--- config.mk ---
export PLATFORM = sky130hd
export DESIGN_NAME = rcx_rowcol_2d
export DESIGN_NICKNAME = d
export VERILOG_FILES = /design/src/rtl/rcx_pkg.sv /design/src/rtl/rcx_lvl_shift.sv /design/src/rtl/rcx_sat_lanes.sv /design/src/rtl/rcx_tstore.sv /design/src/rtl/rcx_serializer.sv /design/src/rtl/rcx_rowcol_2d.sv
export SDC_FILE = /design/constraint.sdc
export NUM_CORES = 1
export LEC_CHECK = 0
export BUFFER_PORTS_ARGS = -buffer_cell sky130_fd_sc_hd__buf_2
export CAP_MARGIN = 20
export CORE_MARGIN = 2
export CORE_UTILIZATION = 25
export DETAILED_ROUTE_END_ITERATION = 8
export HOLD_SLACK_MARGIN = 0.08
export PLACE_DENSITY = 0.45
export SYNTH_ARGS = -nofsm -noshare
export SYNTH_HDL_FRONTEND = slang
export SYNTH_SLANG_ARGS = --single-unit
--- constraint.sdc ---
create_clock -name clk -period 18.6 [get_ports clk]
set_input_delay 1.86 -clock clk [delete_from_list [all_inputs] [get_ports clk]]
set_output_delay 1.86 -clock clk [all_outputs]
set_load 0.01 [all_outputs]
--- src/rtl/rcx_pkg.sv ---
package rcx_pkg;
  localparam int unsigned DEF_N     = 8;
  localparam int unsigned DEF_PIX_W = 8;
  localparam int unsigned DEF_MID_W = 12;
  localparam int unsigned DEF_RSP_W = 18;

  typedef enum logic {PH_ROW = 1'b0, PH_COL = 1'b1} phase_t;
endpackage

--- src/rtl/rcx_lvl_shift.sv ---
module rcx_lvl_shift #(
  parameter int unsigned N     = rcx_pkg::DEF_N,
  parameter int unsigned PIX_W = rcx_pkg::DEF_PIX_W,
  parameter int unsigned MID_W = rcx_pkg::DEF_MID_W
) (
  input  logic [N*PIX_W-1:0] pix_in,
  output logic [N*MID_W-1:0] sgn_out
);
  localparam int unsigned EXT = MID_W - PIX_W;

  for (genvar g = 0; g < N; g++) begin : g_lane
    logic [PIX_W-1:0] p;
    assign p = pix_in[g*PIX_W +: PIX_W];
    // Subtracting mid-scale is an MSB flip followed by sign extension.
    assign sgn_out[g*MID_W +: MID_W] = {{EXT{~p[PIX_W-1]}}, ~p[PIX_W-1], p[PIX_W-2:0]};
  end
endmodule

--- src/rtl/rcx_sat_lanes.sv ---
module rcx_sat_lanes #(
  parameter int unsigned N     = rcx_pkg::DEF_N,
  parameter int unsigned IN_W  = rcx_pkg::DEF_RSP_W,
  parameter int unsigned OUT_W = rcx_pkg::DEF_MID_W
) (
  input  logic [N*IN_W-1:0]  wide_in,
  output logic [N*OUT_W-1:0] nar_out
);
  localparam logic signed [IN_W-1:0] HI = IN_W'((2 ** (OUT_W - 1)) - 1);
  localparam logic signed [IN_W-1:0] LO = -HI - IN_W'(1);

  for (genvar g = 0; g < N; g++) begin : g_lane
    logic signed [IN_W-1:0] w;
    assign w = $signed(wide_in[g*IN_W +: IN_W]);
    always_comb begin
      if (w > HI)      nar_out[g*OUT_W +: OUT_W] = HI[OUT_W-1:0];
      else if (w < LO) nar_out[g*OUT_W +: OUT_W] = LO[OUT_W-1:0];
      else             nar_out[g*OUT_W +: OUT_W] = w[OUT_W-1:0];
    end
  end
endmodule

--- src/rtl/rcx_tstore.sv ---
module rcx_tstore #(
  parameter int unsigned N = rcx_pkg::DEF_N,
  parameter int unsigned W = rcx_pkg::DEF_MID_W,
  localparam int unsigned AW = $clog2(N)
) (
  input  logic           clk,
  input  logic           rst,
  input  logic           we,
  input  logic [AW-1:0]  waddr,
  input  logic [N*W-1:0] wvec,
  input  logic           re,
  input  logic [AW-1:0]  raddr,
  input  logic [AW-1:0]  rcol,
  output logic [W-1:0]   rdata
);
  logic [W-1:0]  bank_q [N];
  logic [AW-1:0] sel_d;

  // One bank per output lane; a row write hits every bank at the same address.
  for (genvar g = 0; g < N; g++) begin : g_bank
    logic [W-1:0] mem [N];
    logic [W-1:0] q;
    always_ff @(posedge clk) begin
      if (we) mem[waddr] <= wvec[g*W +: W];
      if (re) q <= mem[raddr];
    end
    assign bank_q[g] = q;
  end

  always_ff @(posedge clk) begin
    if (rst)     sel_d <= '0;
    else if (re) sel_d <= rcol;
  end

  assign rdata = bank_q[sel_d];

  p_no_rw_clash_r5: assert property (@(posedge clk) disable iff (rst) !(we && re))
    else $error("transposition store written and read together");
endmodule

--- src/rtl/rcx_serializer.sv ---
module rcx_serializer #(
  parameter int unsigned N = rcx_pkg::DEF_N,
  parameter int unsigned W = rcx_pkg::DEF_RSP_W,
  localparam int unsigned AW  = $clog2(N),
  localparam int unsigned TOT = N * N,
  localparam int unsigned TW  = $clog2(TOT)
) (
  input  logic           clk,
  input  logic           rst,
  input  logic           load,
  input  logic [N*W-1:0] vec,
  output logic           valid,
  output logic [W-1:0]   data,
  output logic           last
);
  logic [W-1:0]  sreg [N];
  logic [AW-1:0] idx;
  logic          busy;
  logic [TW-1:0] tot;

  always_ff @(posedge clk) begin
    if (load) begin
      for (int i = 0; i < N; i++) sreg[i] <= vec[i*W +: W];
    end
  end

  always_ff @(posedge clk) begin
    if (rst) begin
      valid <= 1'b0;
      last  <= 1'b0;
      data  <= '0;
      busy  <= 1'b0;
      idx   <= '0;
      tot   <= '0;
    end else begin
      valid <= 1'b0;
      last  <= 1'b0;
      if (load) begin
        data  <= vec[W-1:0];
        valid <= 1'b1;
        last  <= (tot == TW'(TOT - 1));
        tot   <= tot + 1'b1;
        idx   <= AW'(1);
        busy  <= 1'b1;
      end else if (busy) begin
        data  <= sreg[idx];
        valid <= 1'b1;
        last  <= (tot == TW'(TOT - 1));
        tot   <= tot + 1'b1;
        idx   <= idx + 1'b1;
        if (idx == AW'(N - 1)) busy <= 1'b0;
      end
    end
  end

  p_load_when_idle_r7: assert property (@(posedge clk) disable iff (rst) load |-> !busy)
    else $error("serialiser reloaded while draining");
  p_last_has_valid_r8: assert property (@(posedge clk) disable iff (rst) last |-> valid)
    else $error("last flag without valid");
endmodule

--- src/rtl/rcx_rowcol_2d.sv ---
module rcx_rowcol_2d #(
  parameter int unsigned N     = rcx_pkg::DEF_N,
  parameter int unsigned PIX_W = rcx_pkg::DEF_PIX_W,
  parameter int unsigned MID_W = rcx_pkg::DEF_MID_W,
  parameter int unsigned RSP_W = rcx_pkg::DEF_RSP_W
) (
  input  logic                 clk,
  input  logic                 rst,
  input  logic                 pix_valid,
  input  logic [N*PIX_W-1:0]   pix_vec,
  output logic                 pix_ready,
  output logic                 eng_req_valid,
  output logic [N*MID_W-1:0]   eng_req_vec,
  input  logic                 eng_rsp_valid,
  input  logic [N*RSP_W-1:0]   eng_rsp_vec,
  output logic                 coef_valid,
  output logic [RSP_W-1:0]     coef_data,
  output logic                 coef_last
);
  import rcx_pkg::*;

  localparam int unsigned AW  = $clog2(N);
  localparam int unsigned CW  = AW + 1;
  localparam int unsigned RCW = $clog2(N * N);
  localparam int unsigned OW  = 5;

  phase_t            phase;
  logic [CW-1:0]     in_cnt;
  logic [AW-1:0]     rrsp_cnt;
  logic [RCW-1:0]    rd_cnt;
  logic              rd_act;
  logic              rd_v_d;
  logic [AW-1:0]     rd_row_d;
  logic [MID_W-1:0]  col_buf [N];
  logic [MID_W-1:0]  rd_word;
  logic [N*MID_W-1:0] shifted;
  logic [N*MID_W-1:0] row_sat;
  logic [N*MID_W-1:0] col_vec_nxt;
  logic              accept;
  logic              row_wr;
  logic              col_load;
  logic [OW-1:0]     outstanding;

  assign pix_ready = (phase == PH_ROW) && (in_cnt != CW'(N));
  assign accept    = pix_valid && pix_ready;
  assign row_wr    = (phase == PH_ROW) && eng_rsp_valid;
  assign col_load  = (phase == PH_COL) && eng_rsp_valid;

  rcx_lvl_shift #(.N(N), .PIX_W(PIX_W), .MID_W(MID_W)) u_shift (
    .pix_in (pix_vec),
    .sgn_out(shifted)
  );

  rcx_sat_lanes #(.N(N), .IN_W(RSP_W), .OUT_W(MID_W)) u_sat (
    .wide_in(eng_rsp_vec),
    .nar_out(row_sat)
  );

  rcx_tstore #(.N(N), .W(MID_W)) u_store (
    .clk  (clk),
    .rst  (rst),
    .we   (row_wr),
    .waddr(rrsp_cnt),
    .wvec (row_sat),
    .re   (rd_act),
    .raddr(rd_cnt[AW-1:0]),
    .rcol (rd_cnt[RCW-1:AW]),
    .rdata(rd_word)
  );

  rcx_serializer #(.N(N), .W(RSP_W)) u_ser (
    .clk  (clk),
    .rst  (rst),
    .load (col_load),
    .vec  (eng_rsp_vec),
    .valid(coef_valid),
    .data (coef_data),
    .last (coef_last)
  );

  // Column vector: earlier rows from the gather buffer, last row straight from the store.
  always_comb begin
    for (int i = 0; i < N; i++) begin
      if (i == N - 1) col_vec_nxt[i*MID_W +: MID_W] = rd_word;
      else            col_vec_nxt[i*MID_W +: MID_W] = col_buf[i];
    end
  end

  always_ff @(posedge clk) begin
    if (rd_v_d) col_buf[rd_row_d] <= rd_word;
  end

  always_ff @(posedge clk) begin
    if (rst) begin
      phase         <= PH_ROW;
      in_cnt        <= '0;
      rrsp_cnt      <= '0;
      rd_cnt        <= '0;
      rd_act        <= 1'b0;
      rd_v_d        <= 1'b0;
      rd_row_d      <= '0;
      eng_req_valid <= 1'b0;
      eng_req_vec   <= '0;
    end else begin
      eng_req_valid <= 1'b0;
      rd_v_d        <= rd_act;
      rd_row_d      <= rd_cnt[AW-1:0];

      if (accept) begin
        in_cnt        <= in_cnt + 1'b1;
        eng_req_valid <= 1'b1;
        eng_req_vec   <= shifted;
      end

      if (row_wr) begin
        rrsp_cnt <= rrsp_cnt + 1'b1;
        if (rrsp_cnt == AW'(N - 1)) begin
          phase  <= PH_COL;
          rd_act <= 1'b1;
          rd_cnt <= '0;
        end
      end

      if (rd_act) begin
        rd_cnt <= rd_cnt + 1'b1;
        if (rd_cnt == RCW'(N * N - 1)) rd_act <= 1'b0;
      end

      if (rd_v_d && (rd_row_d == AW'(N - 1))) begin
        eng_req_valid <= 1'b1;
        eng_req_vec   <= col_vec_nxt;
      end

      if (coef_last) begin
        phase  <= PH_ROW;
        in_cnt <= '0;
      end
    end
  end

  // Engine occupancy, used only to check that responses match requests.
  always_ff @(posedge clk) begin
    if (rst) outstanding <= '0;
    else     outstanding <= outstanding + OW'(eng_req_valid) - OW'(eng_rsp_valid);
  end

  p_accept_issues_r2: assert property (@(posedge clk) disable iff (rst)
    accept |=> eng_req_valid)
    else $error("accepted vector not issued");
  p_no_input_while_emit_r3: assert property (@(posedge clk) disable iff (rst)
    coef_valid |-> !pix_ready)
    else $error("input open while coefficients stream");
  p_col_gap_r6: assert property (@(posedge clk) disable iff (rst)
    (eng_req_valid && phase == PH_COL) |=> !eng_req_valid)
    else $error("back-to-back column requests");
  p_rsp_matches_req_r9: assert property (@(posedge clk) disable iff (rst)
    eng_rsp_valid |-> (outstanding != '0))
    else $error("engine response without request");
endmodule

==> results.txt, run 1 <==
The flow ran to the end, and the final reports show no timing, DRC or antenna violations. The starting utilization of the core area was 25.06%. For the area of the core region, the log shows 189600 um2. The worst setup path is of the in2reg kind.

The number of cell instances on the worst register-to-register path was 4; the gate count after technology mapping was 2490. The commonest cells after synthesis are sky130_fd_sc_hd__edfxtp_1, sky130_fd_sc_hd__mux4_2, sky130_fd_sc_hd__nand2_1, sky130_fd_sc_hd__dfxtp_1, sky130_fd_sc_hd__mux2_2. The synthesized design spends more area on one cell type than any other, namely sky130_fd_sc_hd__edfxtp_1. For the first-pass GRT wire length, the log shows 199.0 mm. After routing the design area is 56850 um2.

The library cell used as clock root buffer is sky130_fd_sc_hd__clkbuf_16. The completed layout was analyzed and its total power is 6.191 mW. The start of the worst register-to-register path is rrsp_cnt[2]$_SDFFE_PP0P_. Once routing completed, OpenROAD measured the worst setup slack at 14.45 ns. The worst path required time is 18.98 ns, and the fraction of post-synthesis cell area in the top cell type by area is 69.02%. Proportion of layout cells with a drive suffix above 1: 32.98%. The synthesized netlist occupies a cell area of 47510 um2.

The number of clock sinks seen by CTS is 1241, and the floorplan row count is 160. Count of cells along the worst hold path: 2. Critical path launch point type: an input port. The run gives 0 as the count of endpoints failing setup in the final report. The analysis attributes to cell leakage a power of 18.11 nW. The total negative slack for setup checks was 0 ns; the core utilization of the finished layout was 29.99%. For the relative slew slack, the log shows 23.72%.

The post-detailed-route via-to-cell ratio was 4.494; the areal power density over the cells was 108.9 nW/um2. The number of max-slew violations in the final report was 0. Averaged over all synthesized cells, the footprint is 19.08 um2. In the final routed layout, each cell accounts on average for 26.19 um. The number of flip-flops and latches in the synthesized netlist works out to 1241.

Class of the tightest hold or removal check: reg2reg. For the total of max-cap violations, the log shows 0. The type of element capturing the critical path is a flip-flop. Buffers inserted to repair hold after CTS numbered 0. The share of the yosys chip area belonging to registers is 75.30%.

The logs give 25120 for the via count of the first global-routing pass and 3 for the clock tree buffer depth. Of the available clock period, the critical path in the final layout requires 22.29%. The synthesis-to-finish area growth is 19.65%, and the total of cells resized after clock tree synthesis is 0. The run gives 15 as the number of antenna violations at the first check in global routing.

Summed over all nets, the half-perimeter wirelength after detailed placement is 94.71 mm. The logs give 0 for the sum of overflow across all layers after global routing and 5 for the detailed-routing iteration count for the pre-antenna-repair pass. In the routed design, unresolved DRC markers number 0. The count of nets left with antenna violations once routing finished came out at 0. The die span in y is 439.9 um, and the share of flip-flops with an asynchronous set or reset is 0%. In this run the post-CTS setup repair buffer count came out at 0. The overall fraction of global-route tracks in use is 14.63%, and the pre-CTS setup slack is 13.55 ns.

The netlist uses 42 different library cells. The area of the die is 193600 um2, and the largest driver fanout on the critical path is 45. The routed layout has 24710 vias. The tools report the worst clock skew as 0.04670 ns. The count of final hold-check violations is 0, and the I/O pin total is 330. The end of the worst register-to-register path was u_store.g_bank[5].mem[7][5]$_DFFE_PP_.

The final critical-path required period is 4.146 ns. Setup repair after global routing left no endpoint under its margin. Input and output buffers added on the ports amount to 329. Endpoint with the worst hold slack: u_ser.last$_SDFF_PP0_. The logs give 0.77 ns for the source-to-sink clock delay at the later pin of the worst-skew pair and 0.7643 for the final RePlAce weighted congestion.

Number of enable-type register cells in the synthesized netlist: 1092. In the synthesized netlist the dominant register cell turns out to be sky130_fd_sc_hd__edfxtp_1. By area the synthesized netlist is led by sky130_fd_sc_hd__edfxtp_1, sky130_fd_sc_hd__mux4_2, sky130_fd_sc_hd__dfxtp_1, sky130_fd_sc_hd__mux2_2, sky130_fd_sc_hd__o21a_1.

VDD sags by at most 0.06553 mV. The Yosys step of the flow raised 0 warnings. The transition time of the tightest slew-check pin was 1.144 ns; the post-placement cell area was 52060 um2. Static timing analysis puts the maximum clock frequency at 0.2412 GHz.

The run gives 144.0 mm as the aggregate routed wire length. Launch point of the worst hold path: u_ser.tot[5]$_SDFFE_PP0P_. The setup check on the worst reg-to-reg path leaves a slack of 15.06 ns. After clock tree synthesis, the clock-pin slew on the worst setup and hold paths is 0.05 ns. TritonCTS built the clock tree.

The width of the chip came out at 439.9 um. In the post-synthesis netlist, the cell with the most instances is sky130_fd_sc_hd__edfxtp_1. The total number of nets in the final design came out at 3081. When the netlist entered floorplanning its net count stood at 2710.

Critical path data arrival time: 4.52 ns. In this run the number of H-tree levels came out at 4. Clock tree synthesis inserted a total of 143 buffers. The logs give 97 for the maximum number of pins on one net before global-route repair and 2113 for the DRC marker count from the first detailed-route iteration.
[cell usage in the layout (no fill, tap or decap), types with 5 or more instances in the layout]
| master | count |
|---|---|
| sky130_fd_sc_hd__dfxtp_1 | 143 |
| sky130_fd_sc_hd__a311oi_1 | 49 |
| sky130_fd_sc_hd__o211ai_1 | 35 |
| sky130_fd_sc_hd__clkbuf_16 | 145 |
| sky130_fd_sc_hd__nand3_1 | 16 |
| sky130_fd_sc_hd__nand2_1 | 164 |
| sky130_fd_sc_hd__nand2b_1 | 6 |
| sky130_fd_sc_hd__dfxtp_4 | 5 |
| sky130_fd_sc_hd__mux2_2 | 144 |
| sky130_fd_sc_hd__buf_2 | 328 |
| sky130_fd_sc_hd__clkbuf_8 | 9 |
| sky130_fd_sc_hd__mux2i_1 | 51 |
| sky130_fd_sc_hd__xor2_1 | 5 |
| sky130_fd_sc_hd__o21ai_0 | 13 |
| sky130_fd_sc_hd__o22ai_1 | 19 |
| sky130_fd_sc_hd__nor2_1 | 76 |
| sky130_fd_sc_hd__a21oi_1 | 53 |
| sky130_fd_sc_hd__xnor2_1 | 6 |
| sky130_fd_sc_hd__edfxtp_1 | 1092 |
| sky130_fd_sc_hd__diode_2 | 5 |
| sky130_fd_sc_hd__nor2b_1 | 9 |
| sky130_fd_sc_hd__nor3_1 | 9 |
| sky130_fd_sc_hd__bufinv_16 | 12 |
| sky130_fd_sc_hd__clkinv_8 | 6 |
| sky130_fd_sc_hd__a22oi_1 | 20 |
| sky130_fd_sc_hd__clkinv_2 | 22 |
| sky130_fd_sc_hd__nor4_1 | 9 |
| sky130_fd_sc_hd__clkinv_1 | 25 |
| sky130_fd_sc_hd__nand4_1 | 11 |
| sky130_fd_sc_hd__nor3_2 | 6 |
| sky130_fd_sc_hd__o21a_1 | 88 |
| sky130_fd_sc_hd__mux4_2 | 216 |
| sky130_fd_sc_hd__o21ai_1 | 14 |
| sky130_fd_sc_hd__o32ai_1 | 17 |
| sky130_fd_sc_hd__clkbuf_1 | 29 |
| sky130_fd_sc_hd__buf_4 | 58 |
| sky130_fd_sc_hd__ha_1 | 8 |
| sky130_fd_sc_hd__a22o_1 | 18 |
[sequential cells by signal, summed over array words and instances, names as in the netlist, 4 cells and up]
signal	cells
in_cnt	4
u_ser.sreg	144
u_ser.data	18
u_ser.tot	6
rd_cnt	6
eng_req_vec	96
u_store.g_bank.q	96
u_store.g_bank.mem	768
col_buf	84
[per-layer routing]
layer	share of wire, %	track usage [%]
met5	0.0049	0
met4	2.6	4.220
met3	5.1	2.712
met2	51	25.42
met1	42	18.51
[how the worst max path moves through the flow]
stage,start,endpoint
2_1_floorplan,eng_rsp_valid,u_store.g_bank[0].mem[0][0]$_DFFE_PP_
3_3_place_gp,eng_rsp_valid,u_store.g_bank[3].mem[7][2]$_DFFE_PP_
5_1_grt,eng_rsp_valid,u_store.g_bank[5].mem[7][5]$_DFFE_PP_
6_report,eng_rsp_valid,u_store.g_bank[5].mem[7][5]$_DFFE_PP_
4_1_cts,eng_rsp_valid,u_store.g_bank[5].mem[7][5]$_DFFE_PP_
3_5_place_dp,eng_rsp_valid,u_store.g_bank[5].mem[7][5]$_DFFE_PP_
[kinds of logic after synthesis]
| group | Yosys count | synth area share [%] |
|---|---|---|
| multiplexers | 411 | 14.73 |
| adder cells (fa/ha/maj) | 8 | 0.2107 |
| buffers and inverters | 166 | 1.701 |
| AND/OR/NAND/NOR | 322 | 2.881 |
| flip-flops | 1241 | 75.30 |
| XOR/XNOR | 11 | 0.2028 |
| AO/OA/AOI/OAI | 331 | 4.982 |
[layout make-up]
type	instances	area (um2)
diodes	5	12.51
clock buffers	183	3861
clock inverters	82	895.9
fillers	18640	132700
inverters	3	16.27
multi-input cells	1083	11010
flip-flops and latches	1241	35790
well taps	2511	3142
repair buffers	389	2120
[metrics by stage]
step	std cells	hold slack [ns]
final	5497	0.4664
after global routing	5493	0.5056
after CTS	5490	0.4716
after detailed placement	5225	0.4582
after global placement	5225	0.4611
after floorplan	2490	0.4403
[critical path, cell delays in order]
cell                      delay, ns
sky130_fd_sc_hd__buf_2         0.22
sky130_fd_sc_hd__nand3_1       0.19
sky130_fd_sc_hd__nor2_4        0.82
sky130_fd_sc_hd__buf_4         0.60
sky130_fd_sc_hd__buf_4         0.76
[power by group]
part	switching (mW)	internal, mW	leakage (nW)	total, mW
Sequential	0.0173	3.10	11.2	3.11
Combinational	0.170	0.0837	4.61	0.254
Clock	1.17	1.65	2.32	2.82
(Power assumes the default switching activity.)
==> run 2: changes to the inputs <==
Clock period 18.6 ns to 4.3 ns, I/O delays scaled along.
==> run 2 against run 1 <==
Against the previous run: critical path depth is the same; sequential power increased to 4.3 times the previous value; combinational power increased to 4.8 times the previous value; utilization up 1.1 points; critical path type is now reg2out; highest routed layer unchanged.
==> results.txt, run 2 (synthesis results as in run 1) <==
The run finished with clean final reports. The count of buffers inserted at the top-level ports is 329 (unchanged). Deepest level of the CTS H-tree: 4 (unchanged). Walking the worst path, the cells encountered are inv_1, ha_1, nand3b_1, nor2b_1, buf_2. The end of the worst register-to-register path was u_ser.sreg[6][5]$_DFFE_PP_. The relative slew slack is 23.12% (-0.60 points). The run gives 18.91% (+0.40 points) as the met1 global-route usage. The logs give 0 (unchanged) for the count of final hold-check violations and 5239 (+0.27%) for the number of placed instances, taps included. The tools report the final worst-path setup slack as 1.349 ns (-13.11 ns). The global routing stage identified its most utilized layer as met2.

The largest registers in the layout are u_store.g_bank.mem (768), u_ser.sreg (144). The total negative slack for setup checks is 0 ns (unchanged), and the total of cells resized after clock tree synthesis is 0 (unchanged). Maximum cell stage delay along the critical path: 0.55 ns (-0.27 ns).

The pre-CTS setup slack was 1.492 ns (-12.06 ns); the synthesis-to-finish area growth was 24.10%. Count of cells along the worst hold path: 4 (+2). The run gives 52430 um2 (+0.72%) as the post-placement cell area.

The sum of buffers and inverters on the critical path works out to 2 (-1). Library cell used as clock root buffer: sky130_fd_sc_hd__clkbuf_16. The run gives 31.10% (+1.1 points) as the core utilization of the finished layout. Overall fraction of global-route tracks in use: 14.81% (+0.18 points). The library cell used most frequently in the layout, excluding fill and tap cells, is sky130_fd_sc_hd__edfxtp_1. The tools report the final worst hold slack as 0.1759 ns (-0.2905 ns). The tools report the total via count after detailed routing as 25350 (+2.6%). The via count of the first global-routing pass is 26220 (+4.4%), and the total of max-cap violations is 0 (unchanged).

The first-pass GRT wire length was 203.3 mm (+2.2%). Total number of nets in the final design: 3295 (+6.9%). The met3 track utilization from global routing came out at 2.191% (-0.52 points). The tools report the final total power as 26.38 mW (+330%). Non-filler instance count after layout: 5697 (+3.6%).

The CTS clock-pin slew for the worst setup and hold paths is 0.06 ns (about the same), and the number of cell instances on the worst register-to-register path is 3 (-1). The residual DRC count is 0 (unchanged), and the area of all placed cells without fillers is 58960 um2 (+3.7%). The detailed-placement wirelength estimate was 92.19 mm (-2.7%). The maximum number of pins on one net before global-route repair came out at 103 (+6.2%).

The critical path is of the reg2out type. After layout, the worst path uses 68.63% of the clock period. Areal power density over the cells: 447.3 nW/um2 (+310%). The logs give 0 (unchanged) for the total setup buffers inserted after CTS and 5 (unchanged) for the detailed-routing iteration count for the pre-antenna-repair pass. The largest driver fanout on the critical path is 13 (-71%). The proportion of layout cells with a drive suffix above 1 works out to 30.87% (-2.1 points). The area of the die was 193600 um2 (unchanged). The met2 usage came out at 25.95% (+0.53 points). The run gives 0.79 ns (+0.02 ns) as the source-to-sink clock delay at the later pin of the worst-skew pair.

The worst hold path belongs to the class in2reg. The logs give 0.03509 ns (-0.01161 ns) for the worst clock skew and 18410 (-1.2%) for the number of fillers in the final layout. The run gives 201 (+201) as the cts-stage hold buffer count. The transition time of the tightest slew-check pin is 1.153 ns (+0.009043 ns), and the flip-flop count of the largest register after layout is 768 (unchanged). In the layout the commonest cells are sky130_fd_sc_hd__edfxtp_1, sky130_fd_sc_hd__buf_2, sky130_fd_sc_hd__mux4_2. The reg-to-reg setup timing slack came out at 1.54 ns (-13.52 ns).

The launch point of the worst hold path was pix_vec[39]. TritonCTS built the clock tree. For the leakage power figure, the log shows 18.95 nW (+4.7%). The path with the worst hold slack has its endpoint at eng_req_vec[59]$_SDFFE_PP0P_.

The cell with the biggest individual delay on the critical path was sky130_fd_sc_hd__nand3b_1. For the floorplan row count, the log shows 160 (unchanged). The number of antenna violations at the first check in global routing is 7 (-8). The run gives 0 (unchanged) as the sum of overflow across all layers after global routing. The tools report the peak supply drop as 0.3482 mV (+430%). The number of max-slew violations in the final report was 0 (unchanged). Based on the critical path, the design can be clocked at up to 0.3389 GHz. For the area of the core region, the log shows 189600 um2 (unchanged). The tools report the count of endpoints failing setup in the final report as 0 (unchanged). Starting utilization of the core area: 25.06% (unchanged). The die span in y is 439.9 um (unchanged), and the DRC marker count from the first detailed-route iteration is 1987 (-6.0%). The start of the worst register-to-register path is phase$_SDFFE_PP0P_. Worst path required time: 3.87 ns (-15.11 ns). The number of clock sinks seen by CTS is 1241 (unchanged), and the aggregate routed wire length is 145.1 mm (+0.76%). The number of buffers inserted during clock tree synthesis is 143 (unchanged), and the post-detailed-route via-to-cell ratio is 4.449 (-1.0%).

The cell family contributing the most delay on the critical path was simple AND/OR/NAND/NOR gates. More flip-flops sit in one register than any other, and that register is u_store.g_bank.mem. The run gives 0.7657 (+0.18%) as the final RePlAce weighted congestion.

The run gives 330 (unchanged) as the I/O pin total. Per-cell routed wire length: 25.47 um (-2.8%). The number of antenna-violating nets in the routed design was 0 (unchanged); the clock tree buffer depth was 3 (unchanged). The width of the chip came out at 439.9 um (unchanged).

The worst setup path is captured at an output port. Setup repair after global routing left no endpoint under its margin. The critical path data arrival time was 2.52 ns (-2.00 ns). The final critical-path required period came out at 2.951 ns. The critical path launch point type is a flip-flop.
-- run 2: cell count changes in the layout (fill, tap and decap cells not counted), sizes merged --
cell	change
dlygate4sd3	+201
clkinv	+1
buf	+12
diode	-3
clkinvlp	-2
bufinv	-7
inv	-2
-- run 2: report_power, final --
group | leakage (nW) | total, mW | switching [mW] | internal (mW)
sequential | 11.2 | 13.5 | 0.0863 | 13.4
combinational | 5.57 | 1.21 | 0.719 | 0.491
clock | 2.21 | 11.7 | 4.93 | 6.75
-- run 2: routing by layer --
layer / wire, um / vias to the layer above
met5: 13 / -
met4: 3579 / 2
met3: 5593 / 180
met2: 74090 / 669
met1: 61800 / 13220
li1: - / 11280
-- run 2: cell type report --
type / count / area, um2 / share of cell area (%)
sequential: 1241 / 35790 / 60.71
multi-input combinational: 1083 / 11050 / 18.75
tap: 2511 / 3142 / 5.328
antenna: 2 / 5.005 / 0.008488
timing repair buffer: 603 / 4452 / 7.550
clock inverter: 72 / 589.3 / 0.9995
clock buffer: 182 / 3911 / 6.634
inverter: 3 / 16.27 / 0.02759
-- run 2: worst max-delay path by stage --
stage / cells past startpoint / end / slack, ns / start
3_3_place_gp: 3 / u_ser.sreg[5][2]$_DFFE_PP_ / 1.52 / phase$_SDFFE_PP0P_
6_report: 5 / pix_ready / 1.35 / in_cnt[0]$_SDFFE_PP0P_
4_1_cts: 5 / pix_ready / 1.25 / in_cnt[0]$_SDFFE_PP0P_
3_5_place_dp: 3 / u_ser.sreg[5][7]$_DFFE_PP_ / 1.49 / phase$_SDFFE_PP0P_
2_1_floorplan: 3 / u_store.g_bank[0].mem[6][0]$_DFFE_PP_ / -1.10 / phase$_SDFFE_PP0P_
5_1_grt: 5 / pix_ready / 1.21 / in_cnt[0]$_SDFFE_PP0P_
-- run 2: worst reg2reg max path, cell delays in order (launching register included) --
cell and delay (ns):
sky130_fd_sc_hd__dfxtp_1 0.82, sky130_fd_sc_hd__nand2_1 0.41, sky130_fd_sc_hd__inv_6 0.58, sky130_fd_sc_hd__buf_4 0.60
==> run 3: changes to the inputs <==
Clock period 4.3 ns to 3.04 ns, I/O delays scaled along.
==> run 3 against run 2 <==
Against the previous run: sequential power rose by 41%; die area did not move; final cell count rose by 1.0%; global-route usage barely moved; clock skew rose by 0.022 ns; utilization rose by 0.46 points; worst setup slack got worse by 0.68 ns; largest cell class unchanged.
==> results.txt, run 3 (synthesis results as in run 1) <==
The CTS clock-pin slew for the worst setup and hold paths is 0.05 ns (about the same), and the count of final hold-check violations is 0 (unchanged). Flip-flop count of the largest register after layout: 768 (unchanged). The classification of the worst setup path was reg2out.

The run gives 0.79 ns (about the same) as the source-to-sink clock delay at the later pin of the worst-skew pair. The run gives 26280 (+0.21%) as the via count of the first global-routing pass. Tracing the worst setup path back leads to its startpoint at in_cnt[0]$_SDFFE_PP0P_.

The tools report the total via count after detailed routing as 25700 (+1.4%). For the number of buffers inserted during clock tree synthesis, the log shows 142 (-0.70%). The run gives 0.05706 ns (+0.02196 ns) as the worst clock skew. The tools report the residual DRC count as 0 (unchanged).

The worst register-to-register path begins at rd_cnt[0]$_SDFFE_PP0P_. Number of fillers in the final layout: 18310 (-0.54%). The net switching power figure was 8.275 mW (+44%); the maximum number of pins on one net before global-route repair was 136 (+32%). The non-filler instance count after layout came out at 5756 (+1.0%). In the layout the commonest cells are sky130_fd_sc_hd__edfxtp_1, sky130_fd_sc_hd__buf_2, sky130_fd_sc_hd__mux4_2. The overall fraction of global-route tracks in use is 14.78% (-0.028 points), and the area of combinational cells with multiple inputs is 11070 um2 (+0.14%). The largest registers in the layout are u_store.g_bank.mem (768), u_ser.sreg (144). The width of the chip was 439.9 um (unchanged); the number of clock sinks seen by CTS was 1241 (unchanged). The post-route fraction of the period consumed by the critical path was 78.11%.

The number of max-slew violations in the final report is 0 (unchanged), and the number of placed instances, taps included is 5286 (+0.90%). The tools report the area taken by flip-flops and latches as 35800 um2 (about the same). The total of max-cap violations is 0 (unchanged), and the post-detailed-route via-to-cell ratio is 4.465 (+0.35%). The areal power density over the cells was 629.1 nW/um2 (+41%); the proportion of layout cells with a drive suffix above 1 was 31.66% (+0.79 points). Count of endpoints failing setup in the final report: 0 (unchanged). The logs give 3 (-4) for the number of antenna violations at the first check in global routing and 0 (unchanged) for the number of antenna-violating nets in the routed design.

The tree is rooted in a sky130_fd_sc_hd__clkbuf_16. The maximum cell stage delay along the critical path works out to 0.39 ns (-0.16 ns). TritonCTS built the clock tree.

The first-pass GRT wire length was 202.7 mm (-0.30%); the detailed-routing iteration count for the pre-antenna-repair pass was 5 (unchanged). Per-cell routed wire length: 25.29 um (-0.68%). The logs give 50.7% (-0.4 points) for the sequential power share and 4.6% (about the same) for the combinational power share. Static timing analysis puts the maximum clock frequency at 0.4211 GHz. The tools report the clock tree buffer depth as 3 (unchanged). The run gives 31.56% (+0.46 points) as the core utilization of the finished layout.

The cell family contributing the most delay on the critical path is buffers and inverters. The run finished with clean final reports. For the cell-internal power, the log shows 29.36 mW (+42%).

Subtracting the final worst setup slack from the clock period gives 2.375 ns. Traced cell by cell, the critical path runs through inv_1, ha_1, nand3b_1, buf_4, nor2b_1, buf_2. Count of buffers inserted at the top-level ports: 329 (unchanged).

Type of element capturing the critical path: an output port. The final worst hold slack came out at 0.1137 ns (-0.06226 ns). The launch point of the worst hold path was pix_vec[55]. The final RePlAce weighted congestion is 0.7618 (-0.51%), and the I/O pin total is 330 (unchanged). The critical path data arrival time was 2.07 ns (-0.45 ns); the peak supply drop was 0.4178 mV (+20%).

The run gives 4 (unchanged) as the deepest level of the CTS H-tree. The relative slew slack was 31.30% (+8.2 points); the aggregate routed wire length was 145.6 mm (+0.35%). For the sum of overflow across all layers after global routing, the log shows 0 (unchanged). Compared with the post-synthesis result, the final layout area differs by 25.93%. For the total negative slack for setup checks, the log shows 0 ns (unchanged). Setup repair after global routing left no endpoint under its margin. For the floorplan row count, the log shows 160 (unchanged). The total number of nets in the final design was 3349 (+1.6%); the transition time of the tightest slew-check pin was 1.031 ns (-0.1227 ns). The sum of buffers and inverters on the critical path was 3 (+1). The starting utilization of the core area is 25.06% (unchanged), and the largest driver fanout on the critical path is 12 (-1). The area of the core region is 189600 um2 (unchanged), and the area of the die is 193600 um2 (unchanged). Worst path required time: 2.74 ns (-1.13 ns). STA classifies the critical path startpoint as a flip-flop. The die span in y was 439.9 um (unchanged). The detailed-placement wirelength estimate was 95.27 mm (+3.3%). The largest individual stage delay along the critical path comes from the cell sky130_fd_sc_hd__dfxtp_1. The library cell used most frequently in the layout, excluding fill and tap cells, is sky130_fd_sc_hd__edfxtp_1. The logs give 1940 (-2.4%) for the DRC marker count from the first detailed-route iteration and 44.8% (+0.5 points) for the clock power share. u_store.g_bank.mem holds more flip-flops than any other register.

The leakage power figure is 19.33 nW (+2.0%), and the switching portion of total power is 21.99% (+0.23 points). The class of the tightest hold or removal check was in2reg.
run 3: changes by cell type in the layout (fill, tap and decap cells not counted), sizes merged:
cell,before,now
clkbuf,183,197
bufinv,5,7
dlygate4sd3,201,209
clkinv,59,48
diode,2,1
buf,401,449
clkinvlp,2,1
run 3: power groups by stage:
stage	Sequential (mW)	Combinational, mW	Clock (mW)
global placement	19.4	1.53	0
detailed placement	19.4	1.54	0
finish	19.1	1.72	16.8
CTS	19.1	1.76	17.3
floorplan	19.4	0.702	0
global route	19.1	1.86	18.0
run 3: repair_timing:
item	4_1_cts	5_1_grt
resized for setup	0	0
buffers inserted	0	0
hold endpoints to repair	590	0
hold buffers	209	0
run 3: worst min-delay path, cell delays in order:
cell,delay (ns)
sky130_fd_sc_hd__buf_2,0.13
sky130_fd_sc_hd__nand3_1,0.17
sky130_fd_sc_hd__o211ai_1,0.14
sky130_fd_sc_hd__a21oi_1,0.07
run 3: worst paths after layout:
kind / to / slack, ns / depth (start not counted)
worst min-delay path: eng_req_vec[81]$_SDFFE_PP0P_ / 0.11 / 4
worst max-delay path: pix_ready / 0.67 / 6
worst min register to register: u_ser.last$_SDFF_PP0_ / 0.47 / 2
worst max register to register: u_store.g_bank[6].q[0]$_DFFE_PP_ / 0.93 / 4
run 3: metrics by stage:
| step | instance area (um2) | power [mW] | setup WS [ns] |
|---|---|---|---|
| 2_1_floorplan | 47640 | 20.15 | -1.063 |
| 3_5_place_dp | 53090 | 20.97 | 0.8489 |
| 4_1_cts | 59820 | 38.14 | 0.5760 |
| 6_report | 59830 | 37.64 | 0.6654 |
| 5_1_grt | 59830 | 38.99 | 0.5042 |
| 3_3_place_gp | 53090 | 20.96 | 0.8769 |
run 3: cell type report:
| class | instances | area share (%) |
|---|---|---|
| Antenna cell | 1 | 0.004182 |
| Clock buffer | 197 | 6.508 |
| Clock inverter | 62 | 1.242 |
| Inverter | 3 | 0.02719 |
| Multi-Input combinational cell | 1083 | 18.50 |
| Sequential cell | 1241 | 59.83 |
| Tap cell | 2511 | 5.251 |
| Timing Repair Buffer | 658 | 8.637 |
run 3: layer usage:
layer	global-route usage, %	up-vias	share of wire [%]
met4	3.717	0	2.0
met3	2.378	144	3.7
li1	-	11360	-
met2	26.22	620	52
met5	0	-	0
met1	18.69	13580	43
